[src/rtl/arq_pkg.sv]
`timescale 1ns/1ps
package arq_pkg;

    typedef enum logic [2:0] {
        PH_IDLE,
        PH_RESET,
        PH_LOADQ,
        PH_PULSE,
        PH_STREAM,
        PH_DRAIN,
        PH_DONE
    } phase_e;

    typedef struct packed {
        logic awake;
        logic process;
    } run_flags_t;

    function automatic run_flags_t flags_of(input phase_e p);
        run_flags_t f;
        f.awake   = (p == PH_LOADQ) || (p == PH_PULSE) ||
                    (p == PH_STREAM) || (p == PH_DRAIN);
        f.process = (p == PH_STREAM) || (p == PH_DRAIN);
        return f;
    endfunction

    function automatic int unsigned addr_bits(input int unsigned depth);
        return (depth < 2) ? 1 : $clog2(depth);
    endfunction

endpackage

[src/rtl/arq_phase_fsm.sv]
`timescale 1ns/1ps
module arq_phase_fsm
    import arq_pkg::*;
#(
    parameter int N_CELLS = 16
) (
    input  logic   clk,
    input  logic   rst,
    input  logic   start,
    input  logic   q_all_issued,
    input  logic   s_last_issue,
    output phase_e phase,
    output logic   drain_last
);
    localparam int DCW = addr_bits(N_CELLS);
    localparam logic [DCW-1:0] DLAST = DCW'(N_CELLS - 1);

    logic [DCW-1:0] dcnt;
    phase_e         nxt;

    assign drain_last = (phase == PH_DRAIN) && (dcnt == DLAST);

    always_comb begin
        nxt = phase;
        unique case (phase)
            PH_IDLE:   if (start)        nxt = PH_RESET;
            PH_RESET:                    nxt = PH_LOADQ;
            PH_LOADQ:  if (q_all_issued) nxt = PH_PULSE;
            PH_PULSE:                    nxt = PH_STREAM;
            PH_STREAM: if (s_last_issue) nxt = PH_DRAIN;
            PH_DRAIN:  if (drain_last)   nxt = PH_DONE;
            PH_DONE:   if (!start)       nxt = PH_IDLE;
            default:                     nxt = PH_IDLE;
        endcase
    end

    always_ff @(posedge clk) begin
        if (rst) begin
            phase <= PH_IDLE;
            dcnt  <= '0;
        end else begin
            phase <= nxt;
            dcnt  <= (phase == PH_DRAIN && !drain_last) ? dcnt + 1'b1 : '0;
        end
    end


    stream_keep_chk: assert property (@(posedge clk) disable iff (rst)
        (phase == PH_STREAM && !s_last_issue) |=> (phase == PH_STREAM));

endmodule

[src/rtl/arq_query_loader.sv]
`timescale 1ns/1ps
module arq_query_loader
    import arq_pkg::*;
#(
    parameter int N_CELLS = 16,
    parameter int CHAR_W  = 2,
    localparam int QAW    = addr_bits(N_CELLS)
) (
    input  logic                      clk,
    input  logic                      rst,
    input  logic                      active,
    input  logic [CHAR_W-1:0]         mem_data,
    output logic                      mem_rd,
    output logic [QAW-1:0]            mem_addr,
    output logic                      all_issued,
    output logic [N_CELLS*CHAR_W-1:0] flat
);
    localparam int QCW = $clog2(N_CELLS + 1);
    localparam logic [QCW-1:0] CEND = QCW'(N_CELLS);

    logic [QCW-1:0] cnt;
    logic           vld_d;
    logic [QAW-1:0] idx_d;

    assign mem_rd     = active && (cnt != CEND);
    assign all_issued = active && (cnt == CEND);
    assign mem_addr   = cnt[QAW-1:0];

    always_ff @(posedge clk) begin
        if (rst) begin
            cnt   <= '0;
            vld_d <= 1'b0;
            idx_d <= '0;
        end else begin
            cnt   <= mem_rd ? cnt + 1'b1 : (active ? cnt : '0);
            vld_d <= mem_rd;
            idx_d <= mem_addr;
        end
    end

    for (genvar g = 0; g < N_CELLS; g++) begin : g_slot
        logic [CHAR_W-1:0] q;
        always_ff @(posedge clk) begin
            if (rst)
                q <= '0;
            else if (vld_d && idx_d == QAW'(g))
                q <= mem_data;
        end
        assign flat[g*CHAR_W +: CHAR_W] = q;
    end


    q_step_chk: assert property (@(posedge clk) disable iff (rst)
        (mem_rd && $past(mem_rd)) |-> (mem_addr == $past(mem_addr) + 1'b1));

endmodule

[src/rtl/arq_subject_streamer.sv]
`timescale 1ns/1ps
module arq_subject_streamer
    import arq_pkg::*;
#(
    parameter int SUBJ_LEN = 32,
    parameter int CHAR_W   = 2,
    localparam int SAW     = addr_bits(SUBJ_LEN)
) (
    input  logic              clk,
    input  logic              rst,
    input  logic              active,
    input  logic [CHAR_W-1:0] mem_data,
    output logic              mem_rd,
    output logic [SAW-1:0]    mem_addr,
    output logic              last_issue,
    output logic [CHAR_W-1:0] subj_char,
    output logic              subj_valid
);
    localparam int SCW = $clog2(SUBJ_LEN + 1);
    localparam logic [SCW-1:0] SLAST = SCW'(SUBJ_LEN - 1);

    logic [SCW-1:0] cnt;

    assign mem_rd     = active;
    assign last_issue = active && (cnt == SLAST);
    assign mem_addr   = cnt[SAW-1:0];
    assign subj_char  = subj_valid ? mem_data : '0;

    always_ff @(posedge clk) begin
        if (rst) begin
            cnt        <= '0;
            subj_valid <= 1'b0;
        end else begin
            cnt        <= active ? cnt + 1'b1 : '0;
            subj_valid <= mem_rd;
        end
    end


    s_valid_chk: assert property (@(posedge clk) disable iff (rst)
        mem_rd |=> subj_valid);


    s_stop_chk: assert property (@(posedge clk) disable iff (rst)
        last_issue |=> !mem_rd);

endmodule

[src/rtl/align_run_seq.sv]
`timescale 1ns/1ps
module align_run_seq
    import arq_pkg::*;
#(
    parameter int N_CELLS  = 16,
    parameter int SUBJ_LEN = 32,
    parameter int CHAR_W   = 2,
    parameter int SCORE_W  = 21,
    localparam int QAW     = addr_bits(N_CELLS),
    localparam int SAW     = addr_bits(SUBJ_LEN)
) (
    input  logic                      clk,
    input  logic                      rst,
    input  logic                      start,
    output logic                      q_mem_rd,
    output logic [QAW-1:0]            q_mem_addr,
    input  logic [CHAR_W-1:0]         q_mem_data,
    output logic                      s_mem_rd,
    output logic [SAW-1:0]            s_mem_addr,
    input  logic [CHAR_W-1:0]         s_mem_data,
    input  logic [SCORE_W-1:0]        pk_score_in,
    input  logic [QAW-1:0]            pk_cell_in,
    input  logic [SAW-1:0]            pk_pos_in,
    output logic                      arr_clear,
    output logic                      awake,
    output logic                      process,
    output logic                      load_pulse,
    output logic [N_CELLS*CHAR_W-1:0] query_flat,
    output logic [CHAR_W-1:0]         subj_char,
    output logic                      subj_valid,
    output logic                      done,
    output logic [SCORE_W-1:0]        peak_score,
    output logic [QAW-1:0]            peak_cell,
    output logic [SAW-1:0]            peak_pos
);
    phase_e     phase;
    logic       drain_last;
    logic       q_all_issued;
    logic       s_last_issue;
    run_flags_t flags;

    arq_phase_fsm #(.N_CELLS(N_CELLS)) u_fsm (
        .clk          (clk),
        .rst          (rst),
        .start        (start),
        .q_all_issued (q_all_issued),
        .s_last_issue (s_last_issue),
        .phase        (phase),
        .drain_last   (drain_last)
    );

    arq_query_loader #(.N_CELLS(N_CELLS), .CHAR_W(CHAR_W)) u_qload (
        .clk        (clk),
        .rst        (rst),
        .active     (phase == PH_LOADQ),
        .mem_data   (q_mem_data),
        .mem_rd     (q_mem_rd),
        .mem_addr   (q_mem_addr),
        .all_issued (q_all_issued),
        .flat       (query_flat)
    );

    arq_subject_streamer #(.SUBJ_LEN(SUBJ_LEN), .CHAR_W(CHAR_W)) u_sfeed (
        .clk        (clk),
        .rst        (rst),
        .active     (phase == PH_STREAM),
        .mem_data   (s_mem_data),
        .mem_rd     (s_mem_rd),
        .mem_addr   (s_mem_addr),
        .last_issue (s_last_issue),
        .subj_char  (subj_char),
        .subj_valid (subj_valid)
    );

    assign flags      = flags_of(phase);
    assign awake      = flags.awake;
    assign process    = flags.process;
    assign arr_clear  = (phase == PH_RESET);
    assign load_pulse = (phase == PH_PULSE);
    assign done       = (phase == PH_DONE);

    always_ff @(posedge clk) begin
        if (rst) begin
            peak_score <= '0;
            peak_cell  <= '0;
            peak_pos   <= '0;
        end else if (drain_last) begin
            peak_score <= pk_score_in;
            peak_cell  <= pk_cell_in;
            peak_pos   <= pk_pos_in;
        end
    end


    clr_addr_chk: assert property (@(posedge clk) disable iff (rst)
        arr_clear |-> (q_mem_addr == '0 && s_mem_addr == '0 && !awake));


    pulse_once_chk: assert property (@(posedge clk) disable iff (rst)
        load_pulse |=> !load_pulse);


    proc_after_load_chk: assert property (@(posedge clk) disable iff (rst)
        $rose(process) |-> $past(load_pulse));


    done_after_drain_chk: assert property (@(posedge clk) disable iff (rst)
        $rose(done) |-> $past(process));


    done_hold_chk: assert property (@(posedge clk) disable iff (rst)
        (done && start) |=> done);


    peak_stable_chk: assert property (@(posedge clk) disable iff (rst)
        (done && $past(done)) |-> ($stable(peak_score) && $stable(peak_pos)));

endmodule

[config.mk]
export PLATFORM = sky130hd
export DESIGN_NAME = align_run_seq
export DESIGN_NICKNAME = d
export VERILOG_FILES = /design/src/rtl/arq_pkg.sv /design/src/rtl/arq_phase_fsm.sv /design/src/rtl/arq_query_loader.sv /design/src/rtl/arq_subject_streamer.sv /design/src/rtl/align_run_seq.sv
export SDC_FILE = /design/constraint.sdc
export NUM_CORES = 1
export LEC_CHECK = 0
export CAP_MARGIN = 40
export CORE_ASPECT_RATIO = 0.9
export CORE_MARGIN = 10
export CORE_UTILIZATION = 41
export CTS_CLUSTER_DIAMETER = 200
export DETAILED_ROUTE_END_ITERATION = 7
export PLACE_DENSITY = 0.77
export SLEW_MARGIN = 20
export SYNTH_ARGS = -nofsm -noshare
export SYNTH_HDL_FRONTEND = slang
export SYNTH_SLANG_ARGS = --single-unit
[constraint.sdc]
create_clock -name clk -period 1.4 [get_ports clk]
set_input_delay 0.42 -clock clk [delete_from_list [all_inputs] [get_ports clk]]
set_output_delay 0.42 -clock clk [all_outputs]
set_load 0.005 [all_outputs]
==> results_dict.tcl <==
set metrics [dict create \
    peakVddDrop_mv 0.568 \
    cts_tree "yes" \
    relSlewSlack_pct 76.5 \
    synth_seq_cells 86 \
    ff2ff_path_depth 8 \
    cts_max_level 3 \
    synthArstFlopShare_pct 0 \
    end_kind "output port" \
    synth_flop_cell "dfxtp_1" \
    ys_warn_count 0 \
    hold_path.class "flop to flop" \
    hold-path-endpoint "u_sfeed.cnt[0]" \
    cts_num_sinks 86 \
    r2r_start "u_fsm.phase[1]" \
    violations "negative setup slack" \
    syn_avg_cell_area_sq_um 8.50 \
    outcome "complete, but fails checks" \
    setup_slack_ns -0.401 \
    synth_edf_count 0 \
    drtIter0Drc 134 \
    yosysSeqAreaShare_pct 50.7 \
    grt_max_degree 49 \
    path_buf_inv 2 \
    finalSetupTns_ns -9.15 \
    fmaxAchievable_mhz 555 \
    hold_viol_final 0 \
    drtPass1Iterations 4 \
    globalplace.congestion 0.783 \
    syn_area_sq_um 3400 \
    ys_types 38 \
    arrival_ns 1.38 \
    synth_commonest_cells "dfxtp_1 (86), nand2_1 (83), a21oi_1 (52)" \
    cap_violations 0 \
    ios 118 \
    grt_pass1_wl_um 16700 \
    post-synth-top-count-cell "dfxtp_1" \
    synth_nets 441 \
    worstPathRequired_ns 0.98 \
    core_sq_um 8070 \
    clk_pin_slew_ns 0.08 \
    final_layout_size_suffix_gt1_share_pct 42.4 \
    cts_hold_buf 0 \
    rr_endpoint "peak_score[16]" \
    initial_core_util_pct 42.1 \
    cp_top_family "simple AND/OR/NAND/NOR gates" \
    clock_skew_ns 0.00887 \
    setup_viol 44 \
    regToRegSetupSlack_ns -0.24 \
    pre_cts_slack_ns -0.525 \
    dpl.hpwl_um 6980 \
    tightest_slew_ns 0.353 \
    clk_latency_ns 0.35 \
    avgRoutedWirePerCell_um 16.7 \
    rows 31 \
    hold_start "u_sfeed.cnt[0]" \
    wl_um 11100 \
    antenna_found_initial 0 \
    power.density_nw_per_um2 883 \
    min_path_cells 1 \
    fin_crit_ns 1.80 \
    finalCritPeriodShare_pct 129 \
    die_height_um 106 \
    synth_top_cell_by_area "dfxtp_1" \
    path_cells "inv_2 -> ha_4 -> and4bb_2 -> nor3_4 -> buf_2" \
    num_vias 3342 \
    grtUsageTotal_pct 16.6 \
    cts_root_buffer "clkbuf_8" \
    fin_worst_hold_slack_ns 0.438 \
    worstSetupStartpointType "flop" \
    critPathKind "flop to output port" \
    die-area_sq_um 12300 \
    p_leak_nw 2.43 \
    fin_nets 600 \
    io_buffers 117 \
    area_growth_syn_to_layout_pct 68.7 \
    grt_overflow_total 0 \
    crit_slowest_cell "dfxtp_2" \
    route.detailed.drc 0 \
    die_x_um 116 \
    critPathMaxFanout 2 \
    drv_slew 0 \
    postSynthCellCount 400 \
    diodes 0 \
    synth.area.top_cells "dfxtp_1 (51%), nand2_1 (9.2%), a21oi_1 (7.7%)" \
    antenna_left 0 \
    grt_setup_unrepaired "yes" \
    slowest_delay_ns 0.35 \
    synth_top_area_share_pct 50.7 \
    postLayoutCoreUtil_pct 71.1 \
    cts_buffers 9 \
    viasPerCell 5.04 \
    grt_pass1_vias 3397 \
    clk_path_buf_depth 2 \
]
-- per-stage QoR --
| step | power [W] | instances | instance area (sq um) |
|---|---|---|---|
| after floorplan | 0.00273 | 400 | 3440 |
| after global placement | 0.00299 | 618 | 4870 |
| after detailed placement | 0.00300 | 618 | 4870 |
| after CTS | 0.00503 | 650 | 5420 |
| after global routing | 0.00525 | 663 | 5730 |
| final | 0.00506 | 663 | 5730 |
-- flip-flops by register name, indices dropped and copies added (netlist names), 4 cells and up --
name,cells
peak_cell,4
u_fsm.dcnt,4
u_sfeed.cnt,6
peak_pos,5
u_qload.cnt,5
u_qload.idx_d,4
u_qload.g_slot.q,32
peak_score,21
-- worst reg2reg max path, stage by stage, from the launching register on --
cell      delay, ns
dfxtp_4        0.35
buf_6          0.12
buf_6          0.11
buf_6          0.10
nand3b_1       0.22
buf_6          0.18
or2_4          0.32
nand2_2        0.09
a21oi_2        0.05
-- cell type report --
| cell class | count | area (sq um) |
|---|---|---|
| tap | 99 | 124 |
| clock buffer | 10 | 138 |
| sequential | 86 | 1780 |
| fill | 598 | 2330 |
| multi-input combinational | 278 | 1910 |
| inverter | 7 | 26.3 |
| clock inverter | 6 | 93.8 |
| timing repair buffer | 177 | 1660 |
-- how the worst max path moves through the flow --
stage / from / to / slack [ns] / cells past startpoint
finish: u_qload.cnt[1] / q_mem_rd / -0.40 / 5
global route: u_qload.cnt[1] / q_mem_rd / -0.46 / 5
CTS: u_qload.cnt[0] / q_mem_rd / -0.42 / 5
detailed placement: s_mem_data[1] / subj_char[1] / -0.52 / 3
global placement: s_mem_data[1] / subj_char[1] / -0.50 / 3
floorplan: u_qload.cnt[0] / q_mem_rd / 0.00002 / 5
-- where the power goes --
group	switching [W]	total, W	internal (W)	leakage, nW
sequential	0.0000309	0.00250	0.00247	0.713
clock	0.000905	0.00197	0.00107	0.113
combinational	0.000254	0.000590	0.000337	1.60
-- cell usage in the layout, fill, tap and decap left out, types with 4 or more instances in the layout --
master | netlist | layout
dfxtp_1 | 86 | 48
nand2_1 | 83 | 40
buf_4 | 9 | 40
nor2_1 | 40 | 36
dfxtp_2 | 0 | 35
clkdlybuf4s50_1 | 0 | 33
a21oi_1 | 52 | 32
nand2_2 | 0 | 32
clkdlybuf4s15_1 | 0 | 32
dlygate4sd2_1 | 0 | 29
a21oi_2 | 0 | 20
o21ai_0 | 19 | 18
buf_6 | 1 | 18
mux2i_1 | 13 | 12
nand2_4 | 0 | 11
clkbuf_8 | 0 | 10
clkbuf_2 | 0 | 9
nand3_1 | 10 | 8
buf_2 | 8 | 8
xor2_1 | 6 | 6
or2_4 | 0 | 5
buf_12 | 0 | 5
inv_1 | 7 | 4
nand3b_1 | 4 | 4
-- cells by family (layout without fill, tap and decap cells) --
group | after synthesis | count (layout) | synth area share (%)
AND/OR/NAND/NOR | 171 | 174 | 23.7
flip-flops | 86 | 86 | 50.7
buffers and inverters | 39 | 200 | 5.82
XOR/XNOR | 10 | 10 | 2.58
AO/OA/AOI/OAI | 77 | 77 | 12.0
adder cells (fa/ha/maj) | 4 | 4 | 1.47
multiplexers | 13 | 13 | 3.83
-- what timing repair did --
item | 4_1_cts | 5_1_grt
endpoints found under the setup margin | 114 | 98
pin swaps | 42 | 38
resized for setup | 214 | 132
gates cloned | 6 | 0
buffers inserted | 12 | 15
-- per-layer routing --
layer | vias to the layer above | GRT usage (%) | part of all wire [%] | routed length, um
met5 | - | 0 | 0 | 0
met4 | 0 | 5.18 | 1.9 | 209
met3 | 18 | 6.13 | 6.9 | 770
met2 | 111 | 30.0 | 52 | 5770
met1 | 1575 | 17.6 | 39 | 4340
li1 | 1638 | - | - | -
Power figures use the tool's default switching activity.
